File: config.mk
export PLATFORM = sky130hd
export DESIGN_NAME = lsync_detector
export DESIGN_NICKNAME = d
export VERILOG_FILES = /design/src/rtl/lsd_pkg.sv /design/src/rtl/lsd_frame_timer.sv /design/src/rtl/lsd_frame_check.sv /design/src/rtl/lsd_lsync_ctrl.sv /design/src/rtl/lsync_detector.sv
export SDC_FILE = /design/constraint.sdc
export NUM_CORES = 1
export LEC_CHECK = 0
export BUFFER_PORTS_ARGS = -buffer_cell sky130_fd_sc_hd__buf_2
export CORE_ASPECT_RATIO = 0.9
export CORE_MARGIN = 2
export CORE_UTILIZATION = 45
export CTS_BUF_LIST = sky130_fd_sc_hd__clkbuf_8
export DETAILED_ROUTE_END_ITERATION = 10
export GPL_ROUTABILITY_DRIVEN = 0
export PLACE_DENSITY = 0.73
export SYNTH_ARGS = -nofsm -noshare
export SYNTH_HDL_FRONTEND = slang
export SYNTH_SLANG_ARGS = --single-unit
File: constraint.sdc
create_clock -name clk -period 2.5 [get_ports clk]
set_clock_uncertainty 0.1 [all_clocks]
set_input_delay 0.625 -clock clk [delete_from_list [all_inputs] [get_ports clk]]
set_output_delay 0.625 -clock clk [all_outputs]
set_load 0.05 [all_outputs]
File: src/rtl/lsd_pkg.sv
`timescale 1ns/1ps
package lsd_pkg;
   typedef enum logic [1:0] {
      LSD_RATE_BASE  = 2'b00,
      LSD_RATE_4M    = 2'b01,
      LSD_RATE_8M    = 2'b10,
      LSD_RATE_SPARE = 2'b11
   } lsd_rate_e;
endpackage

File: src/rtl/lsd_frame_timer.sv
`timescale 1ns/1ps
// Sync edge detection, per-frame clock counter and missing-sync timeout.
module lsd_frame_timer #(
   parameter int CNT_W = 12
) (
   input  logic             clk,
   input  logic             rst_n,
   input  logic             fsync_i,
   input  logic [CNT_W-1:0] frame_len_i,
   output logic             sync_edge_o,
   output logic [CNT_W-1:0] len_o,
   output logic             ref_o,
   output logic             timeout_o
);
   localparam logic [CNT_W-1:0] CNT_ONE = CNT_W'(1);
   localparam logic [CNT_W-1:0] CNT_MAX = {CNT_W{1'b1}};

   logic             fs_q;
   logic [CNT_W-1:0] cnt_q;
   logic             ref_q;

   assign sync_edge_o = fsync_i & ~fs_q;
   assign len_o       = cnt_q;
   assign ref_o       = ref_q;
   // count has run past length plus one clock of slack with no edge
   assign timeout_o   = ref_q & ~sync_edge_o & (cnt_q > frame_len_i);

   always_ff @(posedge clk) begin
      if (!rst_n) begin
         fs_q  <= 1'b0;
         cnt_q <= '0;
         ref_q <= 1'b0;
      end else begin
         fs_q <= fsync_i;
         if (sync_edge_o)
            cnt_q <= CNT_ONE;
         else if (cnt_q != CNT_MAX)
            cnt_q <= cnt_q + CNT_ONE;
         if (sync_edge_o)
            ref_q <= 1'b1;
         else if (timeout_o)
            ref_q <= 1'b0;
      end
   end
endmodule

File: src/rtl/lsd_frame_check.sv
`timescale 1ns/1ps
// Judges a finished frame: arrival window, clock parity, bit granularity.
module lsd_frame_check
   import lsd_pkg::*;
#(
   parameter int CNT_W       = 12,
   parameter bit SPARE_IS_8M = 1'b1
) (
   input  logic             dbl_clk_i,
   input  lsd_rate_e        rate_i,
   input  logic [CNT_W-1:0] len_i,
   input  logic [CNT_W-1:0] frame_len_i,
   output logic             good_o
);
   logic [CNT_W:0]   len_x;
   logic [CNT_W:0]   lim_x;
   logic [CNT_W-1:0] bits;
   logic             time_ok;
   logic             odd_bad;
   logic             gran_bad;

   assign len_x   = {1'b0, len_i};
   assign lim_x   = {1'b0, frame_len_i};
   assign time_ok = (len_x == lim_x) || (len_x == lim_x + (CNT_W+1)'(1));
   assign odd_bad = dbl_clk_i & len_i[0];
   assign bits    = dbl_clk_i ? {1'b0, len_i[CNT_W-1:1]} : len_i;

   generate
      if (SPARE_IS_8M) begin : g_spare_8m
         always_comb begin
            if (rate_i[1])                 gran_bad = |bits[1:0];
            else if (rate_i == LSD_RATE_4M) gran_bad = bits[0];
            else                           gran_bad = 1'b0;
         end
      end else begin : g_spare_off
         always_comb begin
            case (rate_i)
               LSD_RATE_4M: gran_bad = bits[0];
               LSD_RATE_8M: gran_bad = |bits[1:0];
               default:     gran_bad = 1'b0;
            endcase
         end
      end
   endgenerate

   assign good_o = time_ok & ~odd_bad & ~gran_bad;
endmodule

File: src/rtl/lsd_lsync_ctrl.sv
`timescale 1ns/1ps
// Hunting / armed control, sticky flag and set pulse.
module lsd_lsync_ctrl #(
   parameter int REARM_FRAMES = 2
) (
   input  logic clk,
   input  logic rst_n,
   input  logic clr_i,
   input  logic frame_done_i,
   input  logic frame_good_i,
   input  logic timeout_i,
   output logic armed_o,
   output logic lsync_o,
   output logic irq_o
);
   localparam int GW = $clog2(REARM_FRAMES + 1);
   localparam logic [GW-1:0] GOOD_LAST = GW'(REARM_FRAMES - 1);

   logic [GW-1:0] good_q;
   logic          armed_q;
   logic          lsync_q;
   logic          irq_q;
   logic          bad_evt;
   logic          fault;

   assign bad_evt = timeout_i | (frame_done_i & ~frame_good_i);
   assign fault   = armed_q & bad_evt;
   assign armed_o = armed_q;
   assign lsync_o = lsync_q;
   assign irq_o   = irq_q;

   always_ff @(posedge clk) begin
      if (!rst_n || clr_i) begin
         good_q  <= '0;
         armed_q <= 1'b0;
         lsync_q <= 1'b0;
         irq_q   <= 1'b0;
      end else begin
         irq_q   <= fault & ~lsync_q;
         lsync_q <= lsync_q | fault;
         if (!armed_q) begin
            if (bad_evt)
               good_q <= '0;
            else if (frame_done_i) begin
               if (good_q == GOOD_LAST) begin
                  armed_q <= 1'b1;
                  good_q  <= '0;
               end else
                  good_q <= good_q + GW'(1);
            end
         end
      end
   end
endmodule

File: src/rtl/lsync_detector.sv
`timescale 1ns/1ps
module lsync_detector
   import lsd_pkg::*;
#(
   parameter int CNT_W        = 12,
   parameter int REARM_FRAMES = 2,
   parameter bit SPARE_IS_8M  = 1'b1
) (
   input  logic             clk,
   input  logic             rst_n,
   input  logic             fsync_i,
   input  logic             dbl_clk_i,
   input  logic [1:0]       rate_i,
   input  logic [CNT_W-1:0] frame_len_i,
   input  logic             clr_i,
   output logic             lsync_o,
   output logic             irq_o
);
   generate
      if (CNT_W < 3) begin : g_bad_cnt_w
         $error("lsync_detector: CNT_W must be at least 3");
      end
      if (REARM_FRAMES < 1) begin : g_bad_rearm
         $error("lsync_detector: REARM_FRAMES must be at least 1");
      end
   endgenerate

   logic             sync_edge;
   logic [CNT_W-1:0] frame_cnt;
   logic             ref_ok;
   logic             timeout;
   logic             frame_good;
   logic             armed_w;

   lsd_frame_timer #(.CNT_W(CNT_W)) u_timer (
      .clk         (clk),
      .rst_n       (rst_n),
      .fsync_i     (fsync_i),
      .frame_len_i (frame_len_i),
      .sync_edge_o (sync_edge),
      .len_o       (frame_cnt),
      .ref_o       (ref_ok),
      .timeout_o   (timeout)
   );

   lsd_frame_check #(.CNT_W(CNT_W), .SPARE_IS_8M(SPARE_IS_8M)) u_check (
      .dbl_clk_i   (dbl_clk_i),
      .rate_i      (lsd_rate_e'(rate_i)),
      .len_i       (frame_cnt),
      .frame_len_i (frame_len_i),
      .good_o      (frame_good)
   );

   lsd_lsync_ctrl #(.REARM_FRAMES(REARM_FRAMES)) u_ctrl (
      .clk          (clk),
      .rst_n        (rst_n),
      .clr_i        (clr_i),
      .frame_done_i (sync_edge & ref_ok),
      .frame_good_i (frame_good),
      .timeout_i    (timeout),
      .armed_o      (armed_w),
      .lsync_o      (lsync_o),
      .irq_o        (irq_o)
   );
endmodule

# After elaboration in Yosys (flattened, before gate mapping)
# Cells that the tools add are included.
[op_classes]
n_addsub = 3
order_cmp = 1
n_eq_ne = 5
n_mux = 14
n_bitwise = 20
reduce_logical = 9
[ops]
columns = ["cell", "count"]
rows = [
  ["$add A12 B1 Y13 const B", 1],
  ["$eq A12 B13 Y1", 1],
  ["$add A12 B1 Y12 const B", 1],
  ["$eq A12 B12 Y1", 1],
  ["$gt A12 B12 Y1", 1],
  ["$ne A12 B12 Y1 const B", 1],
  ["$and A1 B1 Y1", 10],
  ["$mux W1", 10],
  ["$mux W2", 4],
  ["$not A1 Y1", 8],
  ["$reduce_bool A2 Y1", 3],
  ["$eq A2 B1 Y1 const B", 2],
  ["$reduce_or A2 Y1", 2],
  ["$add A2 B1 Y2 const B", 1],
  ["$logic_or A1 B1 Y1", 2],
  ["$or A1 B1 Y1", 2],
  ["$reduce_and A2 Y1", 1],
  ["$logic_not A1 Y1", 1],
]
[word_totals]
regBits = 19
output_inout_bits = 2

# Longest topological paths before layout
# Gate-level depths: netlist of the first run.
[depth]
depth_word = 10
mapped_depth = 9

# By module
# A second synthesis of the first run with hierarchy kept.
[unflattened]
hier_cells = 210
hier_area_um2 = 1641.6
[modules_own_cells]
columns = ["module", "instances", "cells_per_inst", "area_each_um2"]
rows = [
  ["lsd_frame_timer", 1, 114, 930.9],
  ["lsd_frame_check", 1, 74, 508.0],
  ["lsd_lsync_ctrl", 1, 21, 196.4],
  ["lsync_detector", 1, 1, 6.3],
]

# Worst setup path after synthesis of the first run
# OpenSTA, ideal clock, no wires.
[synth_timing]
kind = "in2reg"
start = "input frame_len_i[0]"
end = "register u_ctrl.lsync_q, in the netlist u_ctrl.lsync_o"
arrival_ps = 2405
slack_ps = -121
path_stages = 8
n_path_buf = 0
path_cell_list = "ha_1 -> nand3_1 -> nor4_1 -> or4_1 -> or3_4 -> nor3_4 -> nand3_2 -> a22o_1"
[synth_via]
elab_chain_len = 10
[synth_rtl]
columns = ["element", "line_no", "source"]
rows = [
  ["start, declared", "lsync_detector.sv:14", "input logic [CNT_W-1:0] frame_len_i,"],
  ["$add A12 B1 Y13", "lsd_frame_check.sv:24", "assign time_ok = (len_x == lim_x) || (len_x == lim_x + (CNT_W+1)'(1));"],
  ["$eq A12 B13 Y1", "lsd_frame_check.sv:24", ""],
  ["$logic_or A1 B1 Y1", "lsd_frame_check.sv:24", ""],
  ["$and A1 B1 Y1 (2 in series)", "lsd_frame_check.sv:46", "assign good_o = time_ok & ~odd_bad & ~gran_bad;"],
  ["$not A1 Y1", "lsd_lsync_ctrl.sv:26", "assign bad_evt = timeout_i | (frame_done_i & ~frame_good_i);"],
  ["$and A1 B1 Y1", "lsd_lsync_ctrl.sv:26", ""],
  ["$or A1 B1 Y1 *", "lsd_lsync_ctrl.sv:26", ""],
  ["$and A1 B1 Y1 *", "lsd_lsync_ctrl.sv:27", "assign fault = armed_q & bad_evt;"],
  ["$or A1 B1 Y1 *", "lsd_lsync_ctrl.sv:40", "lsync_q <= lsync_q | fault;"],
  ["end signal, assigned", "lsd_lsync_ctrl.sv:40", ""],
  ["end, declared", "lsd_lsync_ctrl.sv:21", "logic lsync_q;"],
]
# Mark *: on every way between the ends. The rest lies on a longest branch, timed or not.
# A chain may end at the register's enable or synchronous reset.

# Worst setup path after layout of the first run
# Ends and elaborated chain as after synthesis.

==> impl_metrics.tcl, run 1 <==
set metrics [dict create \
    crit_path_max_fanout 4 \
    die-area_sq_um 4060 \
    clockBufferDepth 2 \
    setup_viol 0 \
    routed_wl_mm 3.73 \
    insertion_delay_ns 0.26 \
    combPwrFrac_pct 21.1 \
    overflow 0 \
    worstHoldStart "u_ctrl.lsync_o" \
    gr-usage-all-layers_pct 20.7 \
    yosysTopAreaCell "dfxtp_1" \
    switching_share_pct 27.1 \
    insertedDiodeCount 0 \
    p_switching_uw 182 \
    num_vias 1652 \
    period_share_pct 95.0 \
    synthFlopType "dfxtp_1" \
    rows 20 \
    grt_pass1_wl_mm 6.44 \
    period_minus_slack_ns 2.37 \
    firstDrtPassIters 4 \
    setup_tns_ns 0 \
    pwr_density_cell_nw_per_um2 332 \
    via_per_inst 5.51 \
    nets 290 \
    ys_seq_elements 19 \
    internal-power_uw 488 \
    cts_buffers 3 \
    start_util_pct 47.1 \
    reg2reg_from "u_timer.len_o[0]" \
    synthTopCellsByArea "dfxtp_1 24%, ha_1 11%, xnor2_1 5.5%, a21oi_1 5.0%, nand2_1 4.2%" \
    worstMarginPinSlew_ns 0.458 \
    grt_pass1_vias 1482 \
    io_buffer_count 20 \
    yosys.area.top_type_share_pct 23.7 \
    drc 0 \
    yosysMostFrequentCell "dfxtp_1" \
    synth_area_per_cell_sq_um 7.75 \
    hold_viol 0 \
    synth_enable_flop_cells 0 \
    netlist_area_sq_um 1600 \
    synth-seq-area-share_pct 23.7 \
    synth_commonest_cells "19 x dfxtp_1, 18 x nand2_1, 16 x a21oi_1, 15 x nor2_1" \
    synth_nets 240 \
    slowest_delay_ns 0.42 \
    die_y_microns 60.6 \
    cts_tree "built" \
    placed_cell_area_sq_um 1970 \
    r2r-end "u_ctrl.lsync_o" \
    syn2layout_area_growth_pct 25.8 \
    vdd_drop_max_uv 337 \
    ys_warn_count 0 \
    die_w_microns 66.9 \
    hold_path_depth 1 \
    end_kind "register" \
    maxCapViolCount 0 \
    cp-start-kind "primary input" \
    critPathKind "primary input to register" \
    p_clk_share_pct 32.1 \
    finalMaxSlewViolations 0 \
    worst-path-buf-inv 1 \
    ios 21 \
    synth.distinct_cells 48 \
    min_path_type "register to register" \
    path_clk_slew_ns 0.07 \
    rrSetupSlack_ns 0.20 \
    synthArstFlopShare_pct 0 \
    timing.hold.ws_ns 0.403 \
    netlist_instances 207 \
    max_freq_mhz 421 \
    leakagePower_nw 0.910 \
    h-tree-depth 1 \
    crit_required_ns 2.56 \
    status "completed" \
    slew_headroom_pct 69.2 \
    postCtsSetupRepairBufs 0 \
    grt_max_degree 12 \
    drt_iter0_markers 114 \
    design_area_sq_um 2020 \
    crit_chain "buf_2, ha_1, xor2_1, or4_1, or3_4, nor3_4, nand3_2, a22o_1" \
    holdPathEnd "u_ctrl.lsync_o" \
    path_delay_family "simple AND/OR/NAND/NOR gates" \
    ant_nets 0 \
    cp.arrival_ns 2.43 \
    wire_per_inst_microns 12.4 \
    dp_hpwl_mm 3.04 \
    drive_gt1_share_pct 23.8 \
    core-area_sq_um 3400 \
    p_seq_share_pct 46.8 \
    cts.sinks 19 \
    cts_root_buffer "clkbuf_8" \
    cp_slowest_cell "or4_1" \
    rsz0062_at_grt "false" \
    antenna_found_initial 0 \
    reg2reg_depth 7 \
]
-- metrics by stage --
stage               cells  power, mW  worst slack [ns]  utilization, %
floorplan             207      0.391            0.0338               -
global placement      296      0.457            -0.135            57.8
detailed placement    296      0.460            -0.142            57.8
CTS                   300      0.673             0.129            59.1
global route          300      0.705           0.00434            59.3
finish                300      0.670             0.126            59.3
-- logic make-up after synthesis --
kind of cell / Yosys count / synth area share, %
multiplexers: 2 / 1.33
adder cells (fa/ha/maj): 14 / 10.9
AO/OA/AOI/OAI: 45 / 18.4
buffers and inverters: 18 / 4.21
AND/OR/NAND/NOR: 94 / 33.2
flip-flops: 19 / 23.7
XOR/XNOR: 15 / 8.19
-- worst max path at each step --
| stage | start | to | cells past startpoint |
|---|---|---|---|
| after floorplan | frame_len_i[0] | u_ctrl.lsync_o | 8 |
| after global placement | frame_len_i[0] | u_ctrl.lsync_o | 8 |
| after detailed placement | frame_len_i[0] | u_ctrl.lsync_o | 9 |
| after CTS | frame_len_i[5] | u_ctrl.good_q[1] | 11 |
| after global routing | frame_len_i[5] | u_ctrl.good_q[1] | 11 |
| final | frame_len_i[0] | u_ctrl.lsync_o | 8 |
-- power groups by stage --
stage	sequential, mW	combinational (mW)	clock, mW
after floorplan	0.320	0.0715	0
after global placement	0.320	0.137	0
after detailed placement	0.320	0.140	0
after CTS	0.313	0.141	0.219
after global routing	0.314	0.160	0.230
final	0.313	0.141	0.215
-- sequential cells by signal, indices dropped and copies added, names as in the netlist --
name and cells:
u_ctrl.irq_o 1, u_timer.fs_q 1, u_ctrl.lsync_o 1, u_ctrl.good_q 2, u_timer.ref_o 1, u_timer.len_o 12
u_ctrl.armed_o 1
-- cells in the final DEF (no fill, tap or decap), drive strengths merged, types with 3 or more instances in the layout --
master / n
ha: 14
nand2b: 3
clkbuf: 3
dfxtp: 19
xor2: 5
a31oi: 4
nor3b: 3
buf: 49
xnor2: 10
nand4: 6
nor2b: 5
o21ai: 6
nand3: 10
nand2: 18
and2: 3
nor2: 15
nor4: 3
and4: 5
nor3: 11
inv: 15
a21o: 3
a21oi: 16
-- routing by layer --
metal	vias to the layer above	track usage, %	part of all wire, %
met4	0	3.21	0.11
met1	755	28.6	49
met5	-	0	0
met2	34	34.7	46
met3	2	4.08	4.6
li1	861	-	-
-- cell type report --
class,instances,area (sq um)
clock buffer,3,41.3
sequential,19,380
timing repair buffer,49,318
tap,44,55.1
fill,326,1390
inverter,14,52.6
clock inverter,1,3.75
multi-input combinational,170,1170
-- timing repair --
action                                  4_1_cts  5_1_grt
endpoints found under the hold margin         0        0
endpoints found under the setup margin        0        2
resized for setup                             0        1
hold buffers                                  0        0
(Power assumes the default switching activity.)
==> run 2: changes to the inputs <==
- REMOVE_ABC_BUFFERS: not set -> 1
==> impl_metrics.tcl, run 2 (synthesis gave the netlist of run 1 again) <==
set metrics [dict create \
    crit_path_max_fanout 5 \
    firstDrtPassIters 4 \
    place_ws_ns -0.285 \
    nets 290 \
    period_share_pct 97.3 \
    vdd_drop_max_uv 401 \
    via_per_inst 5.48 \
    die_w_microns 66.9 \
    dp.cells 296 \
    grt_pass1_vias 1503 \
    drt_iter0_markers 51 \
    power_uw 675 \
    path_clk_slew_ns 0.07 \
    worstMarginPinSlew_ns 0.422 \
    p_clk_share_pct 31.7 \
    cp.arrival_ns 2.48 \
    end_kind "register" \
    pwr_density_cell_nw_per_um2 331 \
    cp_slowest_cell "or4_1" \
    critPathKind "primary input to register" \
    mostFrequentLayoutCell "buf_4" \
    cts_tree "built" \
    final_cell_mix "29 x buf_4, 19 x buf_2, 19 x dfxtp_1, 18 x nand2_1, 16 x a21oi_1" \
    cts_buffers 3 \
    max_freq_mhz 411 \
    cts_root_buffer "clkbuf_8" \
    cts.sinks 19 \
    clockBufferDepth 2 \
    ios 21 \
    finalMaxSlewViolations 0 \
    wire_per_inst_microns 13.2 \
    ant_nets 0 \
    placed_cell_area_sq_um 1960 \
    io_buffer_count 20 \
    combPwrFrac_pct 21.9 \
    internal-power_uw 490 \
    p_switching_uw 185 \
    drive_gt1_share_pct 25.0 \
    grt_max_degree 12 \
    h-tree-depth 1 \
    status "completed" \
    rows 20 \
    fin_ws_ns 0.0687 \
    setup_viol 0 \
    largest_reg_flops 12 \
    num_vias 1645 \
    period_minus_slack_ns 2.43 \
    insertion_delay_ns 0.26 \
    design_area_sq_um 2040 \
    fillers 317 \
    multi_input_area_sq_um 1190 \
    rrSetupSlack_ns 0.23 \
    antenna_found_initial 0 \
    crit_required_ns 2.55 \
    slowest_delay_ns 0.49 \
    overflow 0 \
    setup_tns_ns 0 \
    leakagePower_nw 0.913 \
    seqCellArea_sq_um 380 \
    switching_share_pct 27.4 \
    insertedDiodeCount 0 \
    fin_util_pct 60.0 \
    timing.hold.ws_ns 0.401 \
    die_y_microns 60.6 \
    holdBufCountCts 0 \
    cp-start-kind "primary input" \
    drc 0 \
    die-area_sq_um 4060 \
    finalNonFillerCells 300 \
    start_util_pct 47.1 \
    hold_viol 0 \
    crit_chain "clkbuf_4, ha_2, nand3_2, nor4_1, or4_1, or3_4, nor3_4, nand3_2, a22o_1" \
    gr-usage-all-layers_pct 20.9 \
    grt_pass1_wl_mm 6.48 \
    maxCapViolCount 0 \
    slew_headroom_pct 71.7 \
    p_seq_share_pct 46.4 \
    postCtsSetupRepairBufs 0 \
    dp_hpwl_mm 3.10 \
    min_path_type "register to register" \
    core-area_sq_um 3400 \
    syn2layout_area_growth_pct 27.3 \
    routed_wl_mm 3.95 \
    worst_path_most_repeated_cell "nand3_2" \
]
==> run 2: cell types whose count changed in the layout (fill, tap and decap cells not counted) <==
cell      previous run  this run
a221oi_1             1         0
a221oi_2             0         1
buf_2               20        19
clkbuf_4             0         1
ha_1                14        12
ha_2                 0         1
ha_4                 0         1
o21ai_0              6         4
o21ai_1              0         2
==> run 2: path summary, 6_finish.rpt <==
kind	from	endpoint	cells past startpoint
worst max-delay path	frame_len_i[0]	u_ctrl.lsync_o	9
worst min-delay path	u_ctrl.lsync_o	u_ctrl.lsync_o	1
worst max register to register	u_timer.len_o[1]	u_timer.len_o[4]	7
worst min register to register	u_ctrl.lsync_o	u_ctrl.lsync_o	1
==> run 2: critical path: cells and delay by family <==
family	cells	cell delay, ns
adder cells (fa/ha/maj)	1	0.20
AND/OR/NAND/NOR	6	1.33
buffers and inverters	1	0.14
AO/OA/AOI/OAI	1	0.18
==> run 2: per-layer routing <==
metal	wire length, microns	vias up	track usage [%]
met5	0	-	0
met4	42	0	5.83
met3	206	4	4.08
met2	1770	34	35.1
met1	1930	749	27.7
li1	-	858	-
==> run 2: power groups by stage <==
stage	Combinational (mW)	Clock (mW)	Sequential, mW
2_1_floorplan	0.0698	0	0.320
3_3_place_gp	0.136	0	0.319
3_5_place_dp	0.139	0	0.320
4_1_cts	0.140	0.219	0.313
5_1_grt	0.166	0.230	0.314
6_report	0.148	0.214	0.313
==> run 2: final cells by class <==
type / instances / area share [%]
Multi-Input combinational cell: 170 / 58.2
Sequential cell: 19 / 18.6
Timing Repair Buffer: 49 / 15.7
Tap cell: 44 / 2.70
Inverter: 14 / 2.57
Clock buffer: 3 / 2.02
Clock inverter: 1 / 0.184
==> run 2: repair_timing <==
action,CTS,global route
endpoints found under the setup margin,2,4
pin swaps,1,3
resized for setup,0,8
==> run 3: changes to the inputs <==
- CELL_PAD_IN_SITES_DETAIL_PLACEMENT: not set -> 0
- CELL_PAD_IN_SITES_GLOBAL_PLACEMENT: not set -> 1
- CORE_MARGIN: 2 -> 5
- CORE_UTILIZATION: 45 -> 40
- PLACE_DENSITY: 0.73 -> 0.84
- SYNTH_HIERARCHICAL: not set -> 1
==> impl_metrics.tcl, run 3 <==
set metrics [dict create \
    r2r-end "u_ctrl/good_q[0]" \
    power_uw 721 \
    maxCapViolCount 0 \
    cp.arrival_ns 2.60 \
    worstHoldStart "u_ctrl/good_q[1]" \
    path_delay_family "simple AND/OR/NAND/NOR gates" \
    synth_commonest_cells "19 x dfxtp_1, 17 x xnor2_1, 16 x inv_1, 16 x nand2_1, 14 x ha_1" \
    placed_cell_area_sq_um 2070 \
    worstMarginPinSlew_ns 0.387 \
    cp-start-kind "primary input" \
    hold_viol 0 \
    vdd_drop_max_uv 142 \
    overflow 0 \
    fin_ws_ns -0.00128 \
    synth-simple-area-share_pct 29.0 \
    num_vias 1700 \
    finalNonFillerCells 316 \
    synthArstFlopShare_pct 0 \
    ys_seq_elements 19 \
    synth_enable_flop_cells 0 \
    crit_required_ns 2.60 \
    insertion_delay_ns 0.26 \
    h-tree-depth 1 \
    setup_viol 1 \
    dp.cells 311 \
    yosys.area.top_type_share_pct 23.2 \
    synth.distinct_cells 45 \
    ios 21 \
    syn2layout_area_growth_pct 40.5 \
    slowest_delay_ns 0.51 \
    grt_pass1_vias 1617 \
    leakagePower_nw 0.983 \
    synth_top_family_by_area "simple AND/OR/NAND/NOR gates" \
    antenna_found_initial 0 \
    min_path_type "register to register" \
    netlist_area_sq_um 1640 \
    timing.hold.ws_ns 0.347 \
    synthXorXnorAreaFrac_pct 15.9 \
    netlist_instances 210 \
    max_freq_mhz 400 \
    synth_area_per_cell_sq_um 7.82 \
    die_w_microns 77.5 \
    cts_tree "built" \
    crit_path_max_fanout 4 \
    fillers 365 \
    synth-seq-area-share_pct 23.2 \
    period_minus_slack_ns 2.50 \
    grt_max_degree 12 \
    holdBufCountCts 0 \
    via_per_inst 5.38 \
    reg2reg_depth 8 \
    path_clk_slew_ns 0.07 \
    drc 0 \
    end_kind "register" \
    drive_gt1_share_pct 31.7 \
    yosysMostFrequentCell "dfxtp_1" \
    rrSetupSlack_ns 0.03 \
    start_util_pct 40.8 \
    nets 302 \
    finalMaxSlewViolations 0 \
    critPathKind "primary input to register" \
    pwr_density_cell_nw_per_um2 312 \
    synth_fa_ha_area_share_pct 10.7 \
    crit_chain "buf_2, inv_1, ha_1, nand4_1, nor3_1, a31oi_2, and3_4, or4_4, a21oi_2" \
    cp_slowest_cell "or4_4" \
    design_area_sq_um 2310 \
    gr-usage-all-layers_pct 15.6 \
    cts.sinks 19 \
    mostFrequentLayoutCell "buf_4" \
    synthTopCellsByArea "dfxtp_1 23%, ha_1 11%, xnor2_1 9.1%, xor2_1 5.9%, nand4_1 4.2%" \
    ant_nets 0 \
    period_share_pct 100 \
    rsz0062_at_grt "true" \
    worst-path-buf-inv 2 \
    die_y_microns 70.8 \
    hold_path_depth 1 \
    cts_root_buffer "clkbuf_8" \
    synthFlopType "dfxtp_1" \
    holdPathEnd "u_ctrl/good_q[1]" \
    rows 22 \
    violations "negative setup slack" \
    cts_buffers 3 \
    dp_hpwl_mm 3.34 \
    status "finished with violations" \
    drt_iter0_markers 84 \
    grt_pass1_wl_mm 7.04 \
    die-area_sq_um 5490 \
    place_ws_ns -0.390 \
    largest_reg_flops 12 \
    synth_compound_area_share_pct 14.9 \
    final_cell_mix "38 x buf_4, 18 x dfxtp_1, 16 x inv_1, 16 x nand2_1, 15 x buf_2" \
    yosysTopAreaCell "dfxtp_1" \
    reg2reg_from "u_timer/len_o[10]" \
    clockBufferDepth 2 \
    synthMuxAreaShare_pct 1.22 \
    io_buffer_count 20 \
    slew_headroom_pct 74.0 \
    insertedDiodeCount 0 \
    wire_per_inst_microns 13.9 \
    routed_wl_mm 4.39 \
    ys_warn_count 6 \
    core-area_sq_um 4020 \
    firstDrtPassIters 4 \
]
## run 3: final cells by class
class	instances	area (sq um)	share of cell area, %
clock buffer	3	41.3	1.79
clock inverter	1	5.00	0.217
inverter	16	60.1	2.60
multi-input combinational	172	1330	57.5
sequential	19	382	16.5
tap	48	60.1	2.60
timing repair buffer	57	432	18.7
## run 3: what timing repair did
item	4_1_cts	5_1_grt
setup endpoints to repair	3	5
gates cloned	0	0
buffers inserted	0	1
pin swaps	6	14
gates resized for setup	7	29
## run 3: per-stage QoR
step | TNS, ns | util, %
after floorplan | -0.0753 | -
after global routing | -0.126 | 57.4
final | -0.00128 | 57.4
after detailed placement | -1.41 | 51.6
after CTS | -0.00188 | 53.9
after global placement | -1.52 | 51.6
## run 3: logic make-up after synthesis
kind of cell    after synthesis
flops                        19
buf+inv                      19
fa+ha+maj                    14
mux                           2
simple gates                 88
xor+xnor                     29
compound gates               39
## run 3: how the worst max path moves through the flow
stage	from	to	slack, ns	cells after the start
detailed placement	frame_len_i[0]	u_ctrl/good_q[0]	-0.39	9
CTS	frame_len_i[0]	u_ctrl/good_q[0]	-0.002	9
floorplan	frame_len_i[10]	u_ctrl/good_q[0]	-0.08	8
global route	frame_len_i[4]	u_ctrl/good_q[0]	-0.09	9
finish	frame_len_i[10]	u_ctrl/good_q[0]	-0.001	9
global placement	frame_len_i[0]	u_ctrl/good_q[0]	-0.40	9
## run 3: worst register-to-register path, stage by stage, from the launching register on
cell	delay, ns
dfxtp_1	0.35
buf_4	0.16
ha_1	0.31
nand4_1	0.19
nor3_1	0.42
a31oi_2	0.08
and3_4	0.18
or4_4	0.51
a21oi_2	0.12
## run 3: layer usage
| metal | GRT usage, % | routed length [microns] | up-vias |
|---|---|---|---|
| li1 | - | - | 871 |
| met1 | 20.3 | 2090 | 781 |
| met2 | 25.3 | 2040 | 42 |
| met3 | 3.05 | 195 | 6 |
| met4 | 6.30 | 63 | 0 |
| met5 | 0 | 0 | - |
## run 3: power breakdown
group          switching (mW)  internal (mW)  total, mW
Combinational          0.0927         0.0972      0.190
Clock                   0.107          0.111      0.218
Sequential            0.00460          0.308      0.313
